## src/rtl/psr_pkg.sv

```systemverilog
// Package: bit positions and masks shared by the port status register blocks.
// Assumes a 32-bit register with the fixed positions software decodes.
package psr_pkg;
    localparam int REG_W      = 32;
    localparam int B_CONN     = 0;
    localparam int B_CONN_CHG = 1;
    localparam int B_EN       = 2;
    localparam int B_EN_CHG   = 3;
    localparam int B_OC       = 4;
    localparam int B_OC_CHG   = 5;
    localparam int B_RESET    = 8;
    localparam int B_POWER    = 12;
    localparam logic [REG_W-1:0] CLR1_MASK  = 32'h0000_002A;
    localparam logic [REG_W-1:0] SW_MASK    = 32'h0070_21C0;
    localparam logic [REG_W-1:0] RESET_VAL  = 32'h0000_1000;
endpackage

```

## src/rtl/psr_sw_merge.sv

```systemverilog
// Module: applies one software write to the register value.
// Order: clear-on-one flags, then enable clear, then direct software bits.
// Also flags the end of a port reset (reset bit written from 1 to 0).
// Assumes the caller applies hardware events after this stage.
module psr_sw_merge
    import psr_pkg::*;
#(
    parameter int W = REG_W,
    parameter logic [W-1:0] CLR_M = CLR1_MASK,
    parameter logic [W-1:0] DIR_M = SW_MASK
) (
    input  logic [W-1:0] cur_i,
    input  logic         wr_en_i,
    input  logic [W-1:0] wr_data_i,
    output logic [W-1:0] next_o,
    output logic         rst_end_o
);
    localparam logic [W-1:0] EN_M = W'(1) << B_EN;

    logic [W-1:0] after_clr;
    logic [W-1:0] after_en;

    // Purpose: staged write merge in the fixed order.
    always_comb begin
        after_clr = cur_i & ~(wr_data_i & CLR_M);
        after_en  = after_clr & (wr_data_i | ~EN_M);
        next_o    = wr_en_i ? ((after_en & ~DIR_M) | (wr_data_i & DIR_M)) : cur_i;
        rst_end_o = wr_en_i && cur_i[B_RESET] && !wr_data_i[B_RESET];
    end
endmodule

```

## src/rtl/psr_hw_events.sv

```systemverilog
// Module: applies hardware-side events on top of the post-write value.
// Order: reset-end enable, over-current tracking, attach, detach (last wins).
// Assumes attach and detach never pulse in the same cycle.
module psr_hw_events
    import psr_pkg::*;
#(
    parameter int W = REG_W
) (
    input  logic [W-1:0] val_i,
    input  logic         rst_end_i,
    input  logic         hs_cap_i,
    input  logic         attach_i,
    input  logic         detach_i,
    input  logic         oc_i,
    output logic [W-1:0] val_o
);
    // Purpose: event overlay in priority order.
    always_comb begin
        val_o = val_i;
        if (rst_end_i && val_i[B_CONN] && hs_cap_i) begin
            val_o[B_EN] = 1'b1;
        end
        if (oc_i != val_i[B_OC]) begin
            val_o[B_OC]     = oc_i;
            val_o[B_OC_CHG] = 1'b1;
        end
        if (attach_i) begin
            val_o[B_CONN]     = 1'b1;
            val_o[B_CONN_CHG] = 1'b1;
        end
        if (detach_i) begin
            if (val_o[B_EN]) begin
                val_o[B_EN_CHG] = 1'b1;
            end
            val_o[B_CONN]     = 1'b0;
            val_o[B_EN]       = 1'b0;
            val_o[B_CONN_CHG] = 1'b1;
        end
    end
endmodule

```

## src/rtl/psr_port_status.sv

```systemverilog
// Module: top of the per-port status register; holds the state word.
// Assumes single-cycle event pulses and a combinational read path.
module psr_port_status
    import psr_pkg::*;
#(
    parameter int W = REG_W,
    parameter logic [W-1:0] RST_V = RESET_VAL
) (
    input  logic         clk,
    input  logic         rst_n,
    input  logic         wr_en_i,
    input  logic [W-1:0] wr_data_i,
    output logic [W-1:0] rd_data_o,
    input  logic         attach_i,
    input  logic         detach_i,
    input  logic         hs_cap_i,
    input  logic         oc_i
);
    logic [W-1:0] port_q;
    logic [W-1:0] written;
    logic [W-1:0] port_d;
    logic         rst_end;

    psr_sw_merge #(.W(W)) u_merge (
        .cur_i(port_q), .wr_en_i(wr_en_i), .wr_data_i(wr_data_i),
        .next_o(written), .rst_end_o(rst_end)
    );

    psr_hw_events #(.W(W)) u_events (
        .val_i(written), .rst_end_i(rst_end), .hs_cap_i(hs_cap_i),
        .attach_i(attach_i), .detach_i(detach_i), .oc_i(oc_i),
        .val_o(port_d)
    );

    // Purpose: state register with synchronous active-low reset.
    always_ff @(posedge clk) begin
        if (!rst_n) port_q <= RST_V;
        else        port_q <= port_d;
    end

    assign rd_data_o = port_q;

    // Input assumption: attach and detach are exclusive.
    a_in_exclusive_events: assert property (@(posedge clk) disable iff (!rst_n)
        !(attach_i && detach_i));

    a_r2_clear_conn_chg: assert property (@(posedge clk) disable iff (!rst_n)
        (wr_en_i && wr_data_i[B_CONN_CHG] && !attach_i && !detach_i) |=> !port_q[B_CONN_CHG]);

    a_r3_direct_bits: assert property (@(posedge clk) disable iff (!rst_n)
        wr_en_i |=> ((port_q & SW_MASK) == ($past(wr_data_i) & SW_MASK)));

    a_r4_power_held: assert property (@(posedge clk) disable iff (!rst_n)
        $stable(port_q[B_POWER]));

    a_r5_r8_enable_source: assert property (@(posedge clk) disable iff (!rst_n)
        $rose(port_q[B_EN]) |-> ($past(wr_en_i) && $past(port_q[B_RESET]) &&
                                 !port_q[B_RESET] && $past(hs_cap_i)));

    a_r6_detach: assert property (@(posedge clk) disable iff (!rst_n)
        detach_i |=> (!port_q[B_CONN] && !port_q[B_EN] && port_q[B_CONN_CHG]));

    a_r7_attach: assert property (@(posedge clk) disable iff (!rst_n)
        (attach_i && !detach_i) |=> (port_q[B_CONN] && port_q[B_CONN_CHG]));

    a_r9_overcurrent: assert property (@(posedge clk) disable iff (!rst_n)
        (oc_i != port_q[B_OC]) |=> ((port_q[B_OC] == $past(oc_i)) && port_q[B_OC_CHG]));
endmodule

```

## config.mk

```make
export PLATFORM = sky130hd
export DESIGN_NAME = psr_port_status
export DESIGN_NICKNAME = d
export VERILOG_FILES = /design/src/rtl/psr_pkg.sv /design/src/rtl/psr_sw_merge.sv /design/src/rtl/psr_hw_events.sv /design/src/rtl/psr_port_status.sv
export SDC_FILE = /design/constraint.sdc
export NUM_CORES = 1
export LEC_CHECK = 0
export ABC_AREA = 1
export BUFFER_PORTS_ARGS = -buffer_cell sky130_fd_sc_hd__buf_2
export CORE_MARGIN = 2
export CORE_UTILIZATION = 35
export DETAILED_ROUTE_END_ITERATION = 8
export GPL_ROUTABILITY_DRIVEN = 1
export GPL_TIMING_DRIVEN = 0
export PLACE_DENSITY_LB_ADDON = 0.2
export SYNTH_ARGS = -nofsm -noshare
export SYNTH_HDL_FRONTEND = slang
export SYNTH_SLANG_ARGS = --single-unit
```

## constraint.sdc

```tcl
create_clock -name clk -period 2.95 [get_ports clk]
set_input_delay 0.59 -clock clk [delete_from_list [all_inputs] [get_ports clk]]
set_output_delay 0.59 -clock clk [all_outputs]
set_load 0.02 [all_outputs]
```

* Word level (Yosys, flattened, before mapping)
Cells that the tools add are included.
** Operators by class
- Add/subtract/negate cells :: 0
- Multipliers :: 0
- Divide/modulo/power cells :: 0
- $lt $le $gt $ge :: 0
- Equal/unequal tests :: 1
- Shift operators :: 0
- Muxes and demuxes :: 6
- Bitwise operators :: 5
- Reductions and logical operators :: 8
** Operators with widths (number)
- AND 32 bit :: 2
- inverter 6 -> 32 bit :: 1
- OR 32 x 23 -> 32 bit :: 1
- two-way mux 6 bit :: 1
- logical AND 1 bit :: 4
- two-way mux 2 bit :: 2
- two-way mux 4 bit :: 1
- nonzero test 3 bit :: 1
- two-way mux 1 bit :: 2
- nonzero test 2 bit :: 1
- OR reduction 2 bit :: 1
- zero test 1 bit :: 1
- != test 1 bit :: 1
- inverter 1 bit :: 1
** Word-level totals
- Flip-flop bits (word level) :: 32
- Bits in latches :: 0
- Memory bits (writable) :: 0
- ROM bits :: 0
- Output and inout bits :: 32
- Memories kept :: 0

* Depth between registers and ports, before layout
- Word-level depth :: 10
- Mapped depth :: 6

* Hierarchy
Synthesis repeated with hierarchy kept, for this count alone.
** Second synthesis, totals
- Cell total of the unflattened synthesis :: 193
- Area total of the unflattened synthesis :: 1493.9 µm²
** Modules (own cells, without submodules)
- psr_port_status :: times used 1, cells each 99, area each 914.6 µm², sequential area each 640.6 µm²
- psr_sw_merge :: times used 1, cells each 52, area each 299.0 µm², sequential area each 0.0 µm²
- psr_hw_events :: times used 1, cells each 42, area each 280.3 µm², sequential area each 0.0 µm²

* Least setup slack after synthesis
OpenSTA, ideal clock, no wires.
- Kind :: input to register
- From :: input port oc_i
- To :: register port_q[4], in the netlist rd_data_o[4]
- Setup time :: 0.119 ns
- Arrival time :: 1.053 ns
- Path slack :: 1.778 ns
- Stages :: 3
- Path through :: ha_1 > o21ai_0 > a21oi_1
** Between the ends
- Cells in the longest elaborated chain, start to end :: 2
** RTL lines
- start, declared :: line psr_port_status.sv:17 : input logic oc_i
- != test 1 bit :: line psr_hw_events.sv:23 : if (oc_i != val_i[B_OC]) begin
- two-way mux 2 bit * :: line psr_hw_events.sv:23
- end signal, assigned :: line psr_port_status.sv:38 : else port_q <= port_d;
- end, declared :: line psr_port_status.sv:19 : logic [W-1:0] port_q;
Mark *: on every way between the ends. The rest lies on a longest branch, timed or not.
A chain may end at the register's enable or synchronous reset.

* Final worst setup path
- From :: register port_q[8], in the netlist rd_data_o[8]
- To :: output port rd_data_o[8]
** RTL lines
- end, declared :: line psr_port_status.sv:13 : output logic [W-1:0] rd_data_o,
No word-level cell between the ends.

==> run summary <==
Final Util - 52.7%
Wirelength, routed - 1210 um
Drt pass-1 iters - 4
First-pass GRT wire length - 1780 um
Max FFs per register - 13
Drt first-iter violations - 3
Status - finished, final reports clean
Fin area - 901 sq um
NetSw - 126 uW
Ys async rst share - 0%
Worst EP arrival - 790 ps
WL/cell - 7.71 um
Main area contributors after synthesis - dfxtp_1 (41%), buf_4 (23%), nor2_1 (8.3%), nand2_1 (6.0%), o21ai_0 (5.6%)
Syn_area_per_cell - 7.77 sq um
DR vias/cell - 3.72
Worst VDD drop - 243 uV
Crit. End Element - primary output
Post CTS Setup Buffer Count - 0
Post_cts resized - 0
#FFs+latches synth - 13
Synth warnings - 0
Clk pwr share - 26.2%
Drt drc - 0
Largest net degree at the start of global routing - 11
Max Clk Rate - 727 MHz
Initial antenna violation count - 0
Yosys cell types - 15
Synth top area share - 41.4%
Final number of hold-violating endpoints - 0
Most frequent cell after synthesis - buf_4
Core Region - 1710 sq um
Hold Path Class - reg2reg
Die Area - 2150 sq um
Sequential area share after synthesis - 41.4%
Cells after Synth - 81
P_int - 284 uW
Reg power frac - 47.3%
Final worst clock skew - 2.20 ps
Cell Pwr Density - 455 nW/um^2
Slowest CP cell - dfxtp_1
Post-synth top area cell - dfxtp_1
Die extent in y - 46.4 um
Total GRT Usage - 11.8%
Final weighted congestion in routability-driven placement - 0.709
Post-synth top flop - dfxtp_1
CTS buffer count - 3
Net Sw Frac - 30.7%
Data required time of the worst path - 2360 ps
NumNets Final - 173
Initial Util - 36.8%
Tot Pwr - 410 uW
Buf+Inv Stages, Crit Path - 1
Final setup TNS - 0 ps
Fin crit share - 46.6%
Worst path max stage delay - 350 ps
CTS clk-pin slew, worst paths - 80 ps
RSZ-0062 raised after global routing - false
EDFF count, synth - 0
Root buffer cell - clkbuf_4
# IOs - 71
FP Rows - 15
Slew Limit Fails - 0
# setup viols final - 0
Vias in the first global route - 438
Startpoint types - flop
Mapped Area - 629 sq um
Die extent in x - 46.4 um
P_leak - 0.528 nW
CTS Buffer Depth - 2
Top cells by count, synth - buf_4 (19), nor2_1 (14), dfxtp_1 (13)
Cell family with most CP delay - flip-flops
Clk_lat worst skew - 270 ps
Combinational share of power - 26.5%
IO buf count - 30
Crit-path max FO - 3
Hold path cells - 2
CTS sink cnt - 13
Antenna-violating nets left - 0
H-tree depth - 1
DR vias - 584
N_diodes - 0
CTS tree - yes
Post-Place Cell Area - 875 sq um
Min Tclk post-route - 1380 ps
Cts hold-fix bufs - 0
Crit path cell chain - buf_2
Share of cells above drive strength 1 - 40.9%
Levels on crit path - 1
Area Overhead vs Synth - 43.1%
Dpl hpwl - 992 um
Congestion Overflow GR - 0
Critical setup path kind - reg2out
Reg2Reg Depth - 4
Max_cap viols - 0
## path summary, 6_finish.rpt
kind	slack, ps	startpoint	to
max reg2reg	1960	rd_data_o[4]$_SDFFE_PN0P_	rd_data_o[4]$_SDFFE_PN0P_
min	460	rd_data_o[5]$_SDFFE_PN0P_	rd_data_o[5]$_SDFFE_PN0P_
min reg2reg	460	rd_data_o[5]$_SDFFE_PN0P_	rd_data_o[5]$_SDFFE_PN0P_
max	1570	rd_data_o[8]$_SDFFE_PN0P_	rd_data_o[8]
## power groups by stage
stage	Sequential (mW)	Combinational (mW)	Clock, mW
4_1_cts	0.194	0.109	0.115
2_1_floorplan	0.214	0.0624	0
5_1_grt	0.196	0.120	0.116
6_report	0.194	0.109	0.107
3_3_place_gp	0.198	0.107	0
3_5_place_dp	0.198	0.109	0
## through the flow
step                cells  hold WS, ps  worst slack (ps)
finish                157          459              1570
CTS                   157          468              1550
floorplan              98          536              1780
detailed placement    153          455              1650
global route          157          504              1530
global placement      153          447              1660
## area by class of cell
class	instances	area [sq um]
fillers	180	807
repair buffers	30	150
inverters	5	18.8
flip-flops and latches	13	260
clock buffers	4	26.3
plain buffers	20	148
well taps	25	31.3
multi-input cells	60	267
## cells in the final DEF (no fill, tap or decap)
cell / netlist / routed
o21ai_0: 7 / 7
nand2_1: 10 / 10
ha_1: 1 / 1
o21ai_1: 1 / 1
buf_2: 1 / 31
o211a_1: 1 / 1
nor3b_2: 1 / 1
nor2_1: 14 / 14
inv_1: 5 / 5
dfxtp_1: 13 / 13
nor3_1: 1 / 1
clkbuf_4: 0 / 3
clkbuf_1: 0 / 1
a21oi_1: 4 / 4
nand3_1: 1 / 1
buf_4: 19 / 19
conb_1: 2 / 19
## cell families (layout without fill, tap and decap cells)
logic type	count (synthesis)	count (layout)	synth area share [%]
adders and majority gates	1	1	1.99
buffers and inverters	25	59	26.4
other	2	19	1.19
DFF	13	13	41.4
AOI/OAI and AO/OA	13	13	11.1
and+or+nand+nor	27	27	17.9
## layer usage
layer	part of all wire, %	routed length, um	global-route usage [%]	vias to the layer above
met3	11	136	2.75	2
met2	46	561	19.7	31
met5	0	0	0	-
li1	-	-	-	317
met1	42	506	13.5	234
met4	0.41	5	6.86	0
Power figures use the tool's default switching activity.
